**src/rtl/rtcPkg.sv**
```systemverilog
package rtcPkg;
  localparam int DATA_W      = 8;
  localparam int ADDR_W      = 4;
  localparam int TIME_REGS   = 8;
  localparam int ALARM_REGS  = 4;
  localparam int ALARM_BASE  = TIME_REGS;
  localparam int REG_SLOTS   = TIME_REGS + ALARM_REGS;
  localparam int TIME_IDX_W  = $clog2(TIME_REGS);
  localparam int ALARM_IDX_W = $clog2(ALARM_REGS);

  typedef enum logic [ADDR_W-1:0] {
    ADR_SEC = 4'd0, ADR_MIN = 4'd1, ADR_HOUR = 4'd2, ADR_DOW = 4'd3,
    ADR_DATE = 4'd4, ADR_MONTH = 4'd5, ADR_YEAR = 4'd6, ADR_CENT = 4'd7
  } timeAddrT;

  // Control-to-datapath strobes.
  typedef struct packed {
    logic                 incSec;
    logic                 incMin;
    logic                 incHour;
    logic                 incDay;
    logic                 incMonth;
    logic                 incYear;
    logic                 incCent;
    logic [REG_SLOTS-1:0] wrSel;
    logic                 alarmAccess;
    logic                 evalAlarm;
  } ctrlStrobesT;

  // Datapath-to-control "at last value" indications.
  typedef struct packed {
    logic secLast;
    logic minLast;
    logic hourLast;
    logic dateLast;
    logic monthLast;
    logic yearLast;
  } wrapFlagsT;

  function automatic logic [DATA_W-1:0] bcdInc(input logic [DATA_W-1:0] v);
    if (v[3:0] == 4'h9) return {v[7:4] + 4'h1, 4'h0};
    return {v[7:4], v[3:0] + 4'h1};
  endfunction

  // A BCD year is a multiple of four when an even tens digit meets units
  // 0/4/8, or an odd tens digit meets units 2/6.
  function automatic logic isLeap(input logic [DATA_W-1:0] yr);
    if (!yr[4]) return (yr[3:0] == 4'h0) || (yr[3:0] == 4'h4) || (yr[3:0] == 4'h8);
    return (yr[3:0] == 4'h2) || (yr[3:0] == 4'h6);
  endfunction

  function automatic logic [DATA_W-1:0] lastDay(input logic [DATA_W-1:0] mon, input logic leap);
    case (mon)
      8'h02:                      return leap ? 8'h29 : 8'h28;
      8'h04, 8'h06, 8'h09, 8'h11: return 8'h30;
      default:                    return 8'h31;
    endcase
  endfunction

  // 12/24-hour successor of an hour register value.
  function automatic logic [DATA_W-1:0] hourNext(input logic [DATA_W-1:0] h);
    logic [DATA_W-1:0] inc;
    if (h[6]) begin
      inc = bcdInc({3'b000, h[4:0]});
      if (h[4:0] == 5'h11)      return {2'b01, ~h[5], 5'h12};
      else if (h[4:0] == 5'h12) return {2'b01, h[5], 5'h01};
      else                      return {2'b01, h[5], inc[4:0]};
    end
    inc = bcdInc({2'b00, h[5:0]});
    if (h[5:0] == 6'h23) return '0;
    return inc;
  endfunction

  function automatic logic hourWraps(input logic [DATA_W-1:0] h);
    if (h[6]) return h[5] && (h[4:0] == 5'h11);
    return h[5:0] == 6'h23;
  endfunction

  function automatic logic [DATA_W-1:0] timeMask(input int idx);
    case (idx)
      0, 1, 2: return 8'h7F;
      3:       return 8'h07;
      4:       return 8'h3F;
      5:       return 8'h1F;
      default: return 8'hFF;
    endcase
  endfunction

  function automatic logic [DATA_W-1:0] timeResetVal(input int idx);
    case (idx)
      3, 4, 5: return 8'h01;
      7:       return 8'h20;
      default: return 8'h00;
    endcase
  endfunction

  function automatic logic [DATA_W-1:0] alarmMask(input int idx);
    if (idx == ALARM_REGS - 1) return 8'h87;
    return 8'hFF;
  endfunction
endpackage

```
**src/rtl/rtcCtrl.sv**
```systemverilog
module rtcCtrl
  import rtcPkg::*;
(
  input  logic              clk,
  input  logic              rstN,
  input  logic              tick,
  input  logic              wrEn,
  input  logic              rdEn,
  input  logic [ADDR_W-1:0] regSel,
  input  wrapFlagsT         wraps,
  output ctrlStrobesT       st,
  output logic              secStrobe,
  output logic              minStrobe,
  output logic              hourStrobe
);
  logic [REG_SLOTS-1:0] wrSelVec;
  logic incSec, incMin, incHour, incDay, incMonth, incYear, incCent;
  logic alarmHit;

  for (genvar i = 0; i < REG_SLOTS; i++) begin : gWrDecode
    assign wrSelVec[i] = wrEn && (regSel == ADDR_W'(i));
  end

  // Carry chain: each field advances when every lower field sits at its last value.
  assign incSec   = tick;
  assign incMin   = incSec   && wraps.secLast;
  assign incHour  = incMin   && wraps.minLast;
  assign incDay   = incHour  && wraps.hourLast;
  assign incMonth = incDay   && wraps.dateLast;
  assign incYear  = incMonth && wraps.monthLast;
  assign incCent  = incYear  && wraps.yearLast;

  assign alarmHit = (regSel >= ADDR_W'(ALARM_BASE)) && (regSel < ADDR_W'(REG_SLOTS));

  always_ff @(posedge clk or negedge rstN) begin
    if (!rstN) begin
      secStrobe  <= 1'b0;
      minStrobe  <= 1'b0;
      hourStrobe <= 1'b0;
    end else begin
      secStrobe  <= incSec;
      minStrobe  <= incMin;
      hourStrobe <= incHour;
    end
  end

  always_comb begin
    st.incSec      = incSec;
    st.incMin      = incMin;
    st.incHour     = incHour;
    st.incDay      = incDay;
    st.incMonth    = incMonth;
    st.incYear     = incYear;
    st.incCent     = incCent;
    st.wrSel       = wrSelVec;
    st.alarmAccess = (wrEn || rdEn) && alarmHit;
    st.evalAlarm   = secStrobe;
  end

  // a coarser strobe never fires without the finer one.
  assert_strobe_chain_R9: assert property (@(posedge clk) disable iff (!rstN)
    (minStrobe |-> secStrobe) and (hourStrobe |-> minStrobe));
  // strobes are single-cycle pulses for isolated ticks.
  assert_strobe_pulse_R9: assert property (@(posedge clk) disable iff (!rstN)
    (secStrobe && !tick) |=> !secStrobe);
endmodule

```
**src/rtl/rtcDatapath.sv**
```systemverilog
module rtcDatapath
  import rtcPkg::*;
(
  input  logic                  clk,
  input  logic                  rstN,
  input  ctrlStrobesT           st,
  input  logic [DATA_W-1:0]     wrData,
  input  logic [TIME_IDX_W-1:0] rdIdx,
  output logic [DATA_W-1:0]     timeRd,
  output wrapFlagsT             wraps,
  output logic [DATA_W-1:0]     curSec,
  output logic [DATA_W-1:0]     curMin,
  output logic [DATA_W-1:0]     curHour,
  output logic [DATA_W-1:0]     curDow
);
  logic [TIME_REGS-1:0][DATA_W-1:0] timeReg;
  logic [TIME_REGS-1:0][DATA_W-1:0] nextVal;
  logic [TIME_REGS-1:0]             incField;
  logic                             leapYear;

  assign leapYear = isLeap(timeReg[ADR_YEAR]);

  always_comb begin
    wraps.secLast   = timeReg[ADR_SEC] == 8'h59;
    wraps.minLast   = timeReg[ADR_MIN] == 8'h59;
    wraps.hourLast  = hourWraps(timeReg[ADR_HOUR]);
    wraps.dateLast  = timeReg[ADR_DATE] == lastDay(timeReg[ADR_MONTH], leapYear);
    wraps.monthLast = timeReg[ADR_MONTH] == 8'h12;
    wraps.yearLast  = timeReg[ADR_YEAR] == 8'h99;
  end

  always_comb begin
    incField[ADR_SEC]   = st.incSec;
    incField[ADR_MIN]   = st.incMin;
    incField[ADR_HOUR]  = st.incHour;
    incField[ADR_DOW]   = st.incDay;
    incField[ADR_DATE]  = st.incDay;
    incField[ADR_MONTH] = st.incMonth;
    incField[ADR_YEAR]  = st.incYear;
    incField[ADR_CENT]  = st.incCent;
  end

  always_comb begin
    nextVal[ADR_SEC]   = wraps.secLast   ? 8'h00 : bcdInc(timeReg[ADR_SEC]);
    nextVal[ADR_MIN]   = wraps.minLast   ? 8'h00 : bcdInc(timeReg[ADR_MIN]);
    nextVal[ADR_HOUR]  = hourNext(timeReg[ADR_HOUR]);
    nextVal[ADR_DOW]   = (timeReg[ADR_DOW] >= 8'h07) ? 8'h01 : timeReg[ADR_DOW] + 8'h01;
    nextVal[ADR_DATE]  = wraps.dateLast  ? 8'h01 : bcdInc(timeReg[ADR_DATE]);
    nextVal[ADR_MONTH] = wraps.monthLast ? 8'h01 : bcdInc(timeReg[ADR_MONTH]);
    nextVal[ADR_YEAR]  = wraps.yearLast  ? 8'h00 : bcdInc(timeReg[ADR_YEAR]);
    nextVal[ADR_CENT]  = (timeReg[ADR_CENT] == 8'h99) ? 8'h00 : bcdInc(timeReg[ADR_CENT]);
  end

  // A write to a field wins over its advance in the same cycle.
  always_ff @(posedge clk or negedge rstN) begin
    if (!rstN) begin
      for (int i = 0; i < TIME_REGS; i++) timeReg[i] <= timeResetVal(i);
    end else begin
      for (int i = 0; i < TIME_REGS; i++) begin
        if (st.wrSel[i])      timeReg[i] <= wrData & timeMask(i);
        else if (incField[i]) timeReg[i] <= nextVal[i];
      end
    end
  end

  assign timeRd  = timeReg[rdIdx];
  assign curSec  = timeReg[ADR_SEC];
  assign curMin  = timeReg[ADR_MIN];
  assign curHour = timeReg[ADR_HOUR];
  assign curDow  = timeReg[ADR_DOW];

  // every tick changes the seconds register unless it is being written.
  assert_sec_advance_R3: assert property (@(posedge clk) disable iff (!rstN)
    (st.incSec && !st.wrSel[ADR_SEC]) |=> (timeReg[ADR_SEC] != $past(timeReg[ADR_SEC])));
  // a 12-hour advance never yields an hour of zero.
  assert_h12_nonzero_R5: assert property (@(posedge clk) disable iff (!rstN)
    (st.incHour && !st.wrSel[ADR_HOUR] && timeReg[ADR_HOUR][6]) |=> (timeReg[ADR_HOUR][4:0] != 5'h00));
  // day of week never advances to zero.
  assert_dow_nonzero_R6: assert property (@(posedge clk) disable iff (!rstN)
    (st.incDay && !st.wrSel[ADR_DOW]) |=> (timeReg[ADR_DOW] != 8'h00));
endmodule

```
**src/rtl/rtcAlarm.sv**
```systemverilog
module rtcAlarm
  import rtcPkg::*;
(
  input  logic                   clk,
  input  logic                   rstN,
  input  ctrlStrobesT            st,
  input  logic [DATA_W-1:0]      wrData,
  input  logic [ALARM_IDX_W-1:0] rdIdx,
  input  logic [DATA_W-1:0]      curSec,
  input  logic [DATA_W-1:0]      curMin,
  input  logic [DATA_W-1:0]      curHour,
  input  logic [DATA_W-1:0]      curDow,
  output logic [DATA_W-1:0]      alarmRd,
  output logic                   alarmFlag
);
  logic [ALARM_REGS-1:0][DATA_W-1:0] almReg;
  logic [ALARM_REGS-1:0][DATA_W-1:0] curField;
  logic [ALARM_REGS-1:0]             fieldHit;
  logic                              setNow;

  assign curField = {curDow, curHour, curMin, curSec};

  // A field hits when masked (bit 7) or when its value bits are equal.
  for (genvar i = 0; i < ALARM_REGS; i++) begin : gHit
    assign fieldHit[i] = almReg[i][7] || (almReg[i][6:0] == curField[i][6:0]);
  end

  assign setNow = st.evalAlarm && (&fieldHit);

  always_ff @(posedge clk or negedge rstN) begin
    if (!rstN) begin
      almReg    <= '0;
      alarmFlag <= 1'b0;
    end else begin
      for (int i = 0; i < ALARM_REGS; i++)
        if (st.wrSel[ALARM_BASE + i]) almReg[i] <= wrData & alarmMask(i);
      if (setNow)               alarmFlag <= 1'b1;
      else if (st.alarmAccess)  alarmFlag <= 1'b0;
    end
  end

  assign alarmRd = almReg[rdIdx];

  // the flag rises only following an evaluation cycle.
  assert_flag_source_R10: assert property (@(posedge clk) disable iff (!rstN)
    $rose(alarmFlag) |-> $past(st.evalAlarm));
  // an alarm-register access without a new match clears the flag.
  assert_flag_clear_R11: assert property (@(posedge clk) disable iff (!rstN)
    (st.alarmAccess && !setNow) |=> !alarmFlag);
endmodule

```
**src/rtl/rtcCalendar.sv**
```systemverilog
module rtcCalendar
  import rtcPkg::*;
(
  input  logic              clk,
  input  logic              rstN,
  input  logic              tick,
  input  logic [ADDR_W-1:0] regSel,
  input  logic              wrEn,
  input  logic              rdEn,
  input  logic [DATA_W-1:0] wrData,
  output logic [DATA_W-1:0] rdData,
  input  logic [1:0]        intervalSel,
  output logic              alarmFlag,
  output logic              alarmIntN,
  output logic              secStrobe,
  output logic              minStrobe,
  output logic              hourStrobe
);
  ctrlStrobesT       st;
  wrapFlagsT         wraps;
  logic [DATA_W-1:0] timeRd, alarmRd;
  logic [DATA_W-1:0] curSec, curMin, curHour, curDow;

  rtcCtrl uCtrl (
    .clk(clk), .rstN(rstN), .tick(tick), .wrEn(wrEn), .rdEn(rdEn),
    .regSel(regSel), .wraps(wraps), .st(st),
    .secStrobe(secStrobe), .minStrobe(minStrobe), .hourStrobe(hourStrobe)
  );

  rtcDatapath uData (
    .clk(clk), .rstN(rstN), .st(st), .wrData(wrData),
    .rdIdx(regSel[TIME_IDX_W-1:0]), .timeRd(timeRd), .wraps(wraps),
    .curSec(curSec), .curMin(curMin), .curHour(curHour), .curDow(curDow)
  );

  rtcAlarm uAlarm (
    .clk(clk), .rstN(rstN), .st(st), .wrData(wrData),
    .rdIdx(regSel[ALARM_IDX_W-1:0]),
    .curSec(curSec), .curMin(curMin), .curHour(curHour), .curDow(curDow),
    .alarmRd(alarmRd), .alarmFlag(alarmFlag)
  );

  always_comb begin
    if (regSel < ADDR_W'(TIME_REGS))       rdData = timeRd;
    else if (regSel < ADDR_W'(REG_SLOTS))  rdData = alarmRd;
    else                                   rdData = '0;
  end

  assign alarmIntN = !(alarmFlag && (intervalSel == 2'b00));
endmodule

```
**config.mk**
```make
export PLATFORM = sky130hd
export DESIGN_NAME = rtcCalendar
export DESIGN_NICKNAME = d
export VERILOG_FILES = /design/src/rtl/rtcPkg.sv /design/src/rtl/rtcCtrl.sv /design/src/rtl/rtcDatapath.sv /design/src/rtl/rtcAlarm.sv /design/src/rtl/rtcCalendar.sv
export SDC_FILE = /design/constraint.sdc
export NUM_CORES = 1
export LEC_CHECK = 0
export BUFFER_PORTS_ARGS = -buffer_cell sky130_fd_sc_hd__buf_2
export CORE_UTILIZATION = 45
export CTS_BUF_LIST = sky130_fd_sc_hd__clkbuf_8 sky130_fd_sc_hd__clkbuf_16
export DETAILED_ROUTE_END_ITERATION = 7
export PLACE_DENSITY = 0.69
export SLEW_MARGIN = 20
export SYNTH_ARGS = -nofsm -noshare
export SYNTH_HDL_FRONTEND = slang
export SYNTH_SLANG_ARGS = --single-unit
```
**constraint.sdc**
```tcl
create_clock -name clk -period 3.35 [get_ports clk]
set_input_delay 0.8375 -clock clk [delete_from_list [all_inputs] [get_ports clk]]
set_output_delay 0.8375 -clock clk [all_outputs]
set_load 0.05 [all_outputs]
```
Yosys cells after proc, flatten, opt, wreduce, memory -nomap -nowiden

Index checks and enable logic that the tools add are counted.

Multiply operators: 0
Divide/modulo/power cells: 0
Bitwise logic cells: 10
Eq/ne operators: 40
Order comparisons: 6
Reduce and logical (&&, ||, !) cells: 60
Muxes and demuxes: 81
Add/subtract/negate cells: 16
Shift operators: 0

Operators with widths:

| kind                  | number |
|---|---|
| $mux W8               | 54 |
| $and A8 B8 Y8         | 9 |
| $add A4 B1 Y4 const B | 13 |
| $eq A4 B4 Y1 const B  | 12 |
| $eq A7 B7 Y1          | 4 |
| $bmux W8 S3           | 1 |
| $eq A4 B3 Y1 const B  | 6 |
| $logic_and A1 B1 Y1   | 23 |
| $mux W1               | 19 |
| $reduce_bool A2 Y1    | 9 |
| $reduce_bool A3 Y1    | 6 |
| $bmux W8 S2           | 1 |
| $eq A8 B3 Y1 const B  | 2 |
| $eq A8 B5 Y1 const B  | 2 |
| $eq A8 B7 Y1 const B  | 2 |
| $eq A8 B8 Y1 const B  | 2 |
| $pmux W8 S2           | 1 |
| $mux W5               | 3 |
| $reduce_and A2 Y1     | 7 |
| $eq A4 B2 Y1 const B  | 3 |
| $eq A5 B5 Y1 const B  | 2 |
| $add A8 B1 Y8 const B | 1 |
| $eq A8 B2 Y1 const B  | 1 |
| $eq A8 B4 Y1 const B  | 1 |
| 20 further kinds      | 29 |

Bits in registers: 100
Memory bits (read-only): 0
Memories: 0
Latch bits: 0
Logic and storage cells: 236
RAM bits: 0

Logic depth before layout (Yosys ltp)

Gate-level depths: netlist of the first run.

Depth in word-level cells: 12
Depth in mapped cells: 10
Mapped depth without buffers: 9

By module

A second synthesis of the first run with hierarchy kept.

Cell total of the unflattened synthesis: 676
Area, all modules: 6592.6 µm²

Modules (own cells, without submodules):

| module      | area an instance (µm²) | sequential area each (µm²) | cells each | times used |
|---|---|---|---|---|
| rtcDatapath | 4647.0                 | 1581.5                     | 510        | 1 |
| rtcAlarm    | 1527.7                 | 725.7                      | 114        | 1 |
| rtcCtrl     | 311.5                  | 75.1                       | 39         | 1 |
| rtcCalendar | 106.4                  | 0.0                        | 13         | 1 |

Worst setup path after synthesis of the first run

OpenSTA, ideal clock, no wires.

Path type: input port to output port
Start: input port regSel[1]
End: output port rdData[0]
Slack: -0.491 ns
Data arrival time: 3.003 ns
Cell stages on the path: 5
Buffers on the path: 2
Cells stage by stage: buf_1 > clkbuf_1 > mux4_2 > mux2i_1 > o21ai_0

Cells in the longest elaborated chain, start to end: 4

Ends and longest elaborated chain:

| element                                              | line              | text |
|---|---|---|
| start: declaration                                   | rtcCalendar.sv:7  | `input logic [ADDR_W-1:0] regSel,` |
| branches (longest 3 deep; another with $lt A4 B4 Y1) | -                 |  |
| $mux W8 (*)                                          | rtcCalendar.sv:44 | `if (regSel < ADDR_W'(TIME_REGS)) rdData = timeRd;` |
| end: declaration                                     | rtcCalendar.sv:11 | `output logic [DATA_W-1:0] rdData,` |

Every way passes the cells marked *. The select of a mux whose other input is x is not followed.

Worst setup path in the final report of the first run

Start: input port regSel[1]
End: output port rdData[7]

Same word-level chain as after synthesis.

==> results of run 1 <==
## timing repair
item,in CTS,in global routing
gates resized for setup,0,1
endpoints found under the setup margin,0,7
endpoints found under the hold margin,0,0
## registers in the layout (all words and copies together) (netlist names), 7 cells and up
register and count:
uData.curMin 8, uData.curDow 8, uData.curSec 8, uData.curHour 7
uData.timeReg 32, uAlarm.almReg 28
## routing by layer
layer	GRT usage (%)	part of all wire, %
met5	0	0
met4	12.3	3.1
met3	4.87	7.7
met2	41.9	45
met1	38.3	44
## metrics by stage
step,instances,setup WS (ns),area (sq um)
finish,895,0.201,7200
global route,895,0.0422,7200
CTS,895,0.0443,7190
detailed placement,879,0.0396,6880
global placement,879,0.0596,6880
floorplan,680,-0.114,6480
## area by class of cell
type                       count  share of cell area [%]
clock buffer                   9                    3.13
clock inverter                 7                    1.23
inverter                      21                    1.10
multi-input combinational    532                    53.8
sequential                    95                    33.1
tap                          180                    3.13
timing repair buffer          51                    4.49
## where the power goes
part	switching [uW]	internal, uW
Combinational	615	564
Sequential	456	1390
Clock	461	649
Total	1530	2600
## cells in the final DEF, fill, tap and decap left out, types with 8 or more instances in the layout
cell type and count:
mux2_2 28, nand4_1 8, nand2_1 77, nand2b_1 13, buf_4 20, ha_1 23
a31oi_1 14, xor2_1 17, o21ai_0 45, mux4_2 19, nand3b_1 8, mux2i_1 17
dfrtp_1 91, buf_2 29, inv_1 22, clkbuf_16 9, a21oi_1 32, nor2_1 57
nand3_1 22, nor3_1 17, xnor2_1 15
## cell families after synthesis
logic type | Yosys count | share of synthesized area (%)
AND/OR/NAND/NOR | 255 | 20.8
AO/OA/AOI/OAI | 158 | 15.8
flip-flops | 95 | 37.0
multiplexers | 64 | 14.2
buffers and inverters | 53 | 3.49
XOR/XNOR | 32 | 4.35
adder cells (fa/ha/maj) | 23 | 4.47
## final timing paths
| check | start | endpoint | cells past startpoint |
|---|---|---|---|
| worst max-delay path | regSel[1] | rdData[7] | 7 |
| worst min-delay path | rstN | uData.timeReg[33] | 1 |
| worst max register to register | uData.timeReg[41] | uData.timeReg[58] | 7 |
| worst min register to register | uAlarm.alarmFlag | uAlarm.alarmFlag | 2 |
| max in group asynchronous | rstN | uData.curDow[0] | 2 |
| min in group clk | uAlarm.alarmFlag | uAlarm.alarmFlag | 2 |
==> results.py, run 1 <==
metrics = {
    "setup_path": {
        "critical_path.cell_chain": "buf_2, mux2_2, a22oi_1, nor2_1, a21oi_1, o21ai_2, buf_2",
        "criticalPathCategory": "input port to primary output",
        "crit_arrival_ns": 2.31,
        "cp.buffers_inverters": 2,
        "worstPathRequired_ns": 2.51,
        "crit_path_max_fanout": 16,
        "slowest_delay_ns": 0.38,
        "critPathSlowestCell": "mux2_2",
        "rrSetupSlack_ns": 0.46,
        "critPathTopFamily": "buffers and inverters",
        "crit_path_frequent_cell": "buf_2",
        "start_kind": "input port",
        "end_kind": "primary output",
    },
    "floorplanning": {
        "rows": 43,
        "initial_core_util_pct": 46.3,
        "dieArea_sq_um": 14800,
        "core-area_sq_um": 13900,
        "die_w_um": 122,
        "io_pins": 32,
        "die_y_um": 122,
    },
    "final_layout": {
        "syn2layout_area_growth_pct": 11.7,
        "num-fill-cells": 1212,
        "nNetsFinal": 752,
        "postLayoutCoreUtil_pct": 51.6,
        "diodes": 0,
        "seqCellArea_sq_um": 2380,
        "layout-drive-gt1-share_pct": 19.2,
        "multi_input_area_sq_um": 3870,
    },
    "logic_synthesis": {
        "ys.flop_type": "dfrtp_1",
        "synth.avg_cell_area_sq_um": 9.48,
        "yosysTopAreaCell": "dfrtp_1",
        "yosys-top-cells-count": "dfrtp_1, nand2_1, nor2_1, o21ai_0, a21oi_1",
        "yosysWarningCount": 0,
        "synth.top_cell.area_share_pct": 35.3,
        "synth.most_common_cell": "dfrtp_1",
        "syn_area_sq_um": 6440,
        "synth_area_leaders": "dfrtp_1, mux4_2, mux2_2",
        "synthArstFlopShare_pct": 100,
        "synth_edf_count": 0,
        "synth_cell_types": 75,
        "syn_nets": 722,
        "seq_area_frac_synth_pct": 37.0,
        "synth_seq_cells": 95,
        "synth_cells": 680,
    },
    "grt": {
        "antenna_found_initial": 0,
        "grt_remaining_overflow": 0,
        "grt_pass1_wl_mm": 30.4,
        "track_usage_pct": 27.5,
        "grt_max_degree": 54,
        "first_global_vias": 5371,
    },
    "routing": {
        "vias": 5633,
        "vias_per_cell": 6.29,
        "drtPass1Iterations": 5,
        "drt-total-wl_mm": 19.1,
        "wl_per_cell_um": 21.3,
        "first_iter_violations": 683,
        "drcViolationCount": 0,
        "ant_nets": 0,
    },
    "worst_hold_path": {
        "hold_path.class": "input port to asynchronous set/reset pin",
    },
    "timing": {
        "max_freq_ghz": 0.318,
        "slew_violations": 0,
        "hold_viol_final": 0,
        "hold_ws_ns": 0.522,
        "slew_headroom_pct": 52.0,
        "finalSetupViolCount": 0,
        "period_needed_ns": 3.15,
        "fin_setup_tns_ns": 0,
        "fin_crit_sh_pct": 94.0,
        "tightest_slew_ns": 0.715,
        "rsz0062_at_grt": "no",
        "skew_ns": 0.00356,
    },
    "placement": {
        "dp_hpwl_mm": 14.1,
        "place_congestion": 0.968,
        "io_buffers": 31,
    },
    "clock_tree": {
        "clkLatencyLatePin_ns": 0.36,
        "cts_sinks": 95,
        "htreeDepth": 3,
        "numCtsBuffers": 9,
        "clockRootBuffer": "clkbuf_16",
        "cts_tree": "built",
        "cts_buffer_depth": 2,
        "clkTransAtPathRegs_ns": 0.06,
        "hold_buffers": 0,
        "post_cts_buffers": 0,
    },
    "job": {
        "max_cap_violations": 0,
    },
    "status": {
        "status": "finished clean",
    },
    "power": {
        "leakage_uw": 0.00306,
        "cellPowerDensity_nw_per_um2": 574,
        "finalPower_uw": 4130,
        "ir_drop_v": 0.000272,
    },
}
No activity file was read; power rests on OpenSTA's default activity.
==> inputs of run 2 (changes only) <==
- CTS_BUF_LIST: sky130_fd_sc_hd__clkbuf_8 sky130_fd_sc_hd__clkbuf_16 -> sky130_fd_sc_hd__clkbuf_4 sky130_fd_sc_hd__clkbuf_8
- SETUP_SLACK_MARGIN: unset -> 0.05
==> run 2 against run 1 <==
Compared with the run above: worst hold slack lost 0.036 ns; utilization shrank 0.70 points; register-to-register slack is essentially flat; die area is the same; worst setup slack lost 0.0042 ns; power shrank 6.3%; combinational power is essentially flat; sequential share of layout area grew 0.46 points.
==> results.py, run 2 (same netlist as run 1, synthesis figures left out) <==
metrics = {
    "status": {
        "status": "finished clean",
    },
    "routing": {
        "dr.max_layer_used": "met4",
        "vias": 5612,
        "wl_per_cell_um": 21.4,
        "drcViolationCount": 0,
        "first_iter_violations": 651,
        "dr_wl_met3_mm": 1.24,
        "drt-total-wl_mm": 19.2,
        "vias_per_cell": 6.27,
        "drtPass1Iterations": 5,
        "routedLengthMet1_mm": 8.62,
        "ant_nets": 0,
        "wl_met2_mm": 8.76,
    },
    "clock_tree": {
        "clockRootBuffer": "clkbuf_8",
        "htreeDepth": 3,
        "numCtsBuffers": 9,
        "hold_buffers": 0,
        "cts_sinks": 95,
        "clkTransAtPathRegs_ns": 0.09,
        "cts_tree": "built",
        "clkLatencyLatePin_ns": 0.38,
        "cts_buffer_depth": 2,
    },
    "job": {
        "max_cap_violations": 0,
    },
    "grt": {
        "grt_max_degree": 54,
        "antenna_found_initial": 0,
        "track_usage_pct": 27.6,
        "grt_remaining_overflow": 0,
        "first_global_vias": 5363,
        "grt_pass1_wl_mm": 30.4,
    },
    "floorplanning": {
        "dieArea_sq_um": 14800,
        "core-area_sq_um": 13900,
        "io_pins": 32,
        "die_y_um": 122,
        "rows": 43,
        "initial_core_util_pct": 46.3,
        "die_w_um": 122,
    },
    "setup_path": {
        "criticalPathCategory": "input port to primary output",
        "crit_path_frequent_cell": "buf_2",
        "start_kind": "input port",
        "regToRegStartpoint": "uData.timeReg[41]",
        "crit_arrival_ns": 2.32,
        "r2r_end": "uData.timeReg[58]",
        "endpoint": "rdData[7]",
        "crit_path_max_fanout": 16,
        "slowest_delay_ns": 0.38,
        "startpoint": "regSel[1]",
        "critical_path.cell_chain": "buf_2, mux2_2, a22oi_1, nor2_1, a21oi_1, o21ai_2, buf_2",
        "end_kind": "primary output",
        "ff2ff_path_depth": 7,
        "rrSetupSlack_ns": 0.45,
        "worstPathRequired_ns": 2.51,
        "critPathSlowestCell": "mux2_2",
    },
    "final_layout": {
        "fin_cells": 895,
        "nNetsFinal": 752,
        "diodes": 0,
        "num-fill-cells": 1223,
        "final_cell_mix": "dfrtp_1, nand2_1, nor2_1",
        "layout_commonest_cell": "dfrtp_1",
        "postLayoutCoreUtil_pct": 50.9,
        "reg.largest.list": "uData.timeReg x32, uAlarm.almReg x28",
        "largest_reg_flops": 32,
        "regMostFlops": "uData.timeReg",
        "syn2layout_area_growth_pct": 10.2,
        "layout-drive-gt1-share_pct": 19.3,
    },
    "timing": {
        "slew_violations": 0,
        "hold_ws_ns": 0.486,
        "tightest_slew_ns": 0.722,
        "fin_crit_sh_pct": 94.1,
        "slew_headroom_pct": 51.5,
        "finalSetupViolCount": 0,
        "max_freq_ghz": 0.317,
        "skew_ns": 0.00592,
        "period_needed_ns": 3.15,
        "hold_viol_final": 0,
        "rsz0062_at_grt": "no",
        "setup_slack_ns": 0.196,
    },
    "placement": {
        "dpl.cell_count": 879,
        "place_ws_ns": 0.0396,
        "dp_hpwl_mm": 14.1,
        "place_congestion": 0.968,
        "io_buffers": 31,
    },
    "power": {
        "intPower_uw": 2380,
        "sequentialPowerShare_pct": 47.6,
        "cellPowerDensity_nw_per_um2": 546,
        "leakage_uw": 0.00301,
        "combinationalPowerShare_pct": 30.4,
        "power_switching_uw": 1500,
        "sw_frac_of_total_pct": 38.6,
        "finalPower_uw": 3870,
        "clkPwrFrac_pct": 22.0,
        "ir_drop_v": 0.000196,
    },
    "worst_hold_path": {
        "hold_path.class": "input port to asynchronous set/reset pin",
    },
}
## run 2: timing repair
item	in CTS	in global routing
endpoints found under the setup margin	1	0
buffers inserted	0	0
gates resized for setup	1	0
## run 2: worst min-delay path by stage
stage,endpoint,cells past startpoint,start
2_1_floorplan,uData.curDow[7],2,uData.curDow[7]
3_3_place_gp,uData.timeReg[61],2,uData.timeReg[61]
3_5_place_dp,uData.curDow[7],2,uData.curDow[7]
4_1_cts,uData.timeReg[33],1,rstN
5_1_grt,uData.timeReg[56],1,rstN
6_report,uData.timeReg[33],1,rstN
## run 2: layer usage
layer | GRT usage, % | vias up
li1 | - | 2578
met1 | 38.9 | 2775
met2 | 42.2 | 220
met3 | 3.75 | 39
met4 | 12.2 | 0
met5 | 0 | -
## run 2: critical path, delay by kind of cell
kind / cells / cell delay (ns)
AOI/OAI and AO/OA: 3 / 0.47
and+or+nand+nor: 1 / 0.06
muxes: 1 / 0.38
buffers and inverters: 2 / 0.55
## run 2: per-stage QoR
| stage | setup TNS (ns) | cell area (sq um) |
|---|---|---|
| after global routing | 0 | 7100 |
| after CTS | 0 | 7100 |
| after floorplan | -0.114 | 6480 |
| final | 0 | 7100 |
| after detailed placement | 0 | 6880 |
| after global placement | 0 | 6880 |
## run 2: cell type report
cell class              instances  area, sq um  area share [%]
multi-input cells             532         3870            54.6
flip-flops and latches         95         2380            33.6
repair buffers                 51          323            4.55
well taps                     180          225            3.17
clock buffers                  10          131            1.85
clock inverters                 6         85.1            1.20
inverters                      21         78.8            1.11
## run 2: power groups by stage
stage	registers, uW	logic, uW	clock network, uW
finish	1850	1180	851
global route	1870	1310	911
CTS	1830	1180	868
detailed placement	1850	1170	0
global placement	1840	1120	0
floorplan	1640	962	0
==> inputs of run 3 (changes only) <==
==> constraint.sdc (replaced) <==
create_clock -name clk -period 3.35 [get_ports clk]
set_input_delay 0.67 -clock clk [delete_from_list [all_inputs] [get_ports clk]]
set_output_delay 0.67 -clock clk [all_outputs]
set_load 0.05 [all_outputs]
==> run 3 against run 2 <==
Compared with the run above: worst hold slack worse by 0.23 ns; maximum frequency up 3.3%; clock-buffer cell count is the same; clock skew grew 0.012 ns; flip-flop and latch count unchanged; critical path depth down 2; register-to-register slack better by 0.06 ns; worst setup slack better by 0.10 ns; wire length fell by 1.1%; design area fell by 1.4%; combinational power hardly changed; largest cell class unchanged.
==> results.py, run 3 (same netlist as run 1, synthesis figures left out) <==
metrics = {
    "status": {
        "status": "finished clean",
    },
    "clock_tree": {
        "clkLatencyLatePin_ns": 0.40,
        "post_cts_buffers": 0,
        "clockRootBuffer": "clkbuf_8",
        "cts_buffer_depth": 2,
        "hold_buffers": 0,
        "numCtsBuffers": 9,
        "cts_tree": "built",
        "cts_resized": 0,
        "cts_sinks": 95,
        "clkTransAtPathRegs_ns": 0.11,
        "htreeDepth": 3,
    },
    "power": {
        "sw_frac_of_total_pct": 39.9,
        "sequentialPowerShare_pct": 49.1,
        "intPower_uw": 2230,
        "clkPwrFrac_pct": 19.5,
        "power_switching_uw": 1480,
        "ir_drop_v": 0.000190,
        "leakage_uw": 0.00297,
        "combinationalPowerShare_pct": 31.4,
        "cellPowerDensity_nw_per_um2": 531,
    },
    "placement": {
        "dp_hpwl_mm": 13.9,
        "place_congestion": 0.938,
        "place_ws_ns": 0.282,
        "dpl.cell_count": 876,
        "placed_cell_area_sq_um": 6820,
        "io_buffers": 31,
    },
    "final_layout": {
        "final_cell_mix": "dfrtp_1, nand2_1, nor2_1",
        "nNetsFinal": 749,
        "layout_commonest_cell": "dfrtp_1",
        "largest_reg_flops": 32,
        "syn2layout_area_growth_pct": 8.66,
        "reg.largest.list": "uData.timeReg x32, uAlarm.almReg x28",
        "num-fill-cells": 1272,
        "layout-drive-gt1-share_pct": 18.0,
        "fin_cells": 895,
        "fin_area_sq_um": 7000,
        "regMostFlops": "uData.timeReg",
    },
    "grt": {
        "grt_pass1_wl_mm": 29.7,
        "antenna_found_initial": 2,
        "track_usage_pct": 27.0,
        "grt_max_degree": 56,
        "first_global_vias": 5223,
        "grt_remaining_overflow": 0,
    },
    "floorplanning": {
        "dieArea_sq_um": 14800,
        "io_pins": 32,
        "die_w_um": 122,
        "die_y_um": 122,
        "core-area_sq_um": 13900,
        "rows": 43,
        "initial_core_util_pct": 46.3,
    },
    "setup_path": {
        "start_kind": "input port",
        "critPathTopFamily": "buffers and inverters",
        "end_kind": "primary output",
        "slowest_delay_ns": 0.58,
        "criticalPathCategory": "input port to primary output",
        "worstPathRequired_ns": 2.68,
        "crit_path_max_fanout": 30,
        "crit_arrival_ns": 2.38,
        "cp.buffers_inverters": 2,
        "crit_path_frequent_cell": "buf_2",
        "rrSetupSlack_ns": 0.51,
        "critical_path.cell_chain": "buf_2, mux4_2, mux2i_1, o22ai_1, buf_2",
        "critPathSlowestCell": "mux4_2",
    },
    "timing": {
        "slew_violations": 0,
        "hold_ws_ns": 0.257,
        "tightest_slew_ns": 0.904,
        "max_freq_ghz": 0.327,
        "rsz0062_at_grt": "no",
        "period_needed_ns": 3.05,
        "fin_crit_sh_pct": 91.2,
        "setup_slack_ns": 0.296,
        "skew_ns": 0.0175,
        "fin_setup_tns_ns": 0,
        "finalSetupViolCount": 0,
        "slew_headroom_pct": 38.2,
        "hold_viol_final": 0,
    },
    "routing": {
        "first_iter_violations": 547,
        "vias_per_cell": 6.16,
        "drt-total-wl_mm": 19.0,
        "ant_nets": 0,
        "vias": 5516,
        "wl_per_cell_um": 21.2,
        "drcViolationCount": 0,
        "drtPass1Iterations": 5,
    },
    "job": {
        "max_cap_violations": 0,
    },
    "worst_hold_path": {
        "hold_path.class": "input port to asynchronous set/reset pin",
    },
}
-- run 3: changes by cell type in the layout (fill, tap and decap cells not counted), moves of 2 or more --
cell,previous run,this run
clkinv_2,2,4
o22ai_1,4,8
o21ai_1,5,8
diode_2,0,3
bufinv_16,2,0
o21ai_2,4,1
buf_4,21,17
o22ai_2,4,0
-- run 3: path summary, 6_finish.rpt --
check | startpoint | endpoint | cells after the start
setup / recovery | regSel[0] | rdData[3] | 5
hold / removal | rstN | uData.curDow[6] | 1
setup reg to reg | uData.timeReg[41] | uData.timeReg[62] | 7
hold reg to reg | uData.timeReg[61] | uData.timeReg[61] | 2
max in group asynchronous | rstN | uData.timeReg[61] | 2
min in group clk | tick | uCtrl.secStrobe | 1
-- run 3: power groups by stage --
| stage | registers (uW) | clock network, uW | logic, uW |
|---|---|---|---|
| final | 1830 | 723 | 1170 |
| after global routing | 1850 | 777 | 1300 |
| after CTS | 1810 | 729 | 1160 |
| after detailed placement | 1830 | 0 | 1160 |
| after global placement | 1820 | 0 | 1110 |
| after floorplan | 1640 | 0 | 950 |
-- run 3: layout make-up --
cell class,instances,area [sq um],area share [%]
Multi-Input combinational cell,532,3840,54.8
Sequential cell,95,2380,34.0
Timing Repair Buffer,48,298,4.25
Tap cell,180,225,3.22
Clock buffer,10,138,1.97
Inverter,21,78.8,1.13
Clock inverter,6,36.3,0.518
Antenna cell,3,7.51,0.107
-- run 3: per-layer routing --
metal	share of wire, %	global-route usage [%]
met2	46	41.2
met4	2.3	10.5
met1	44	37.9
met5	0	0
met3	7.4	4.87
-- run 3: stage by stage --
stage | util, % | power (uW)
floorplan | - | 2590
global placement | 49.0 | 2930
detailed placement | 49.0 | 2990
CTS | 50.2 | 3700
global route | 50.2 | 3930
finish | 50.3 | 3720
-- run 3: worst reg2reg max path, stage by stage, from the launching register on --
cell       delay, ns
dfrtp_1         0.56
nor3b_4         0.32
nand4_1         0.17
mux2i_1         0.22
nor4b_4         0.60
o21ai_1         0.29
a2111oi_0       0.48
a211o_1         0.16
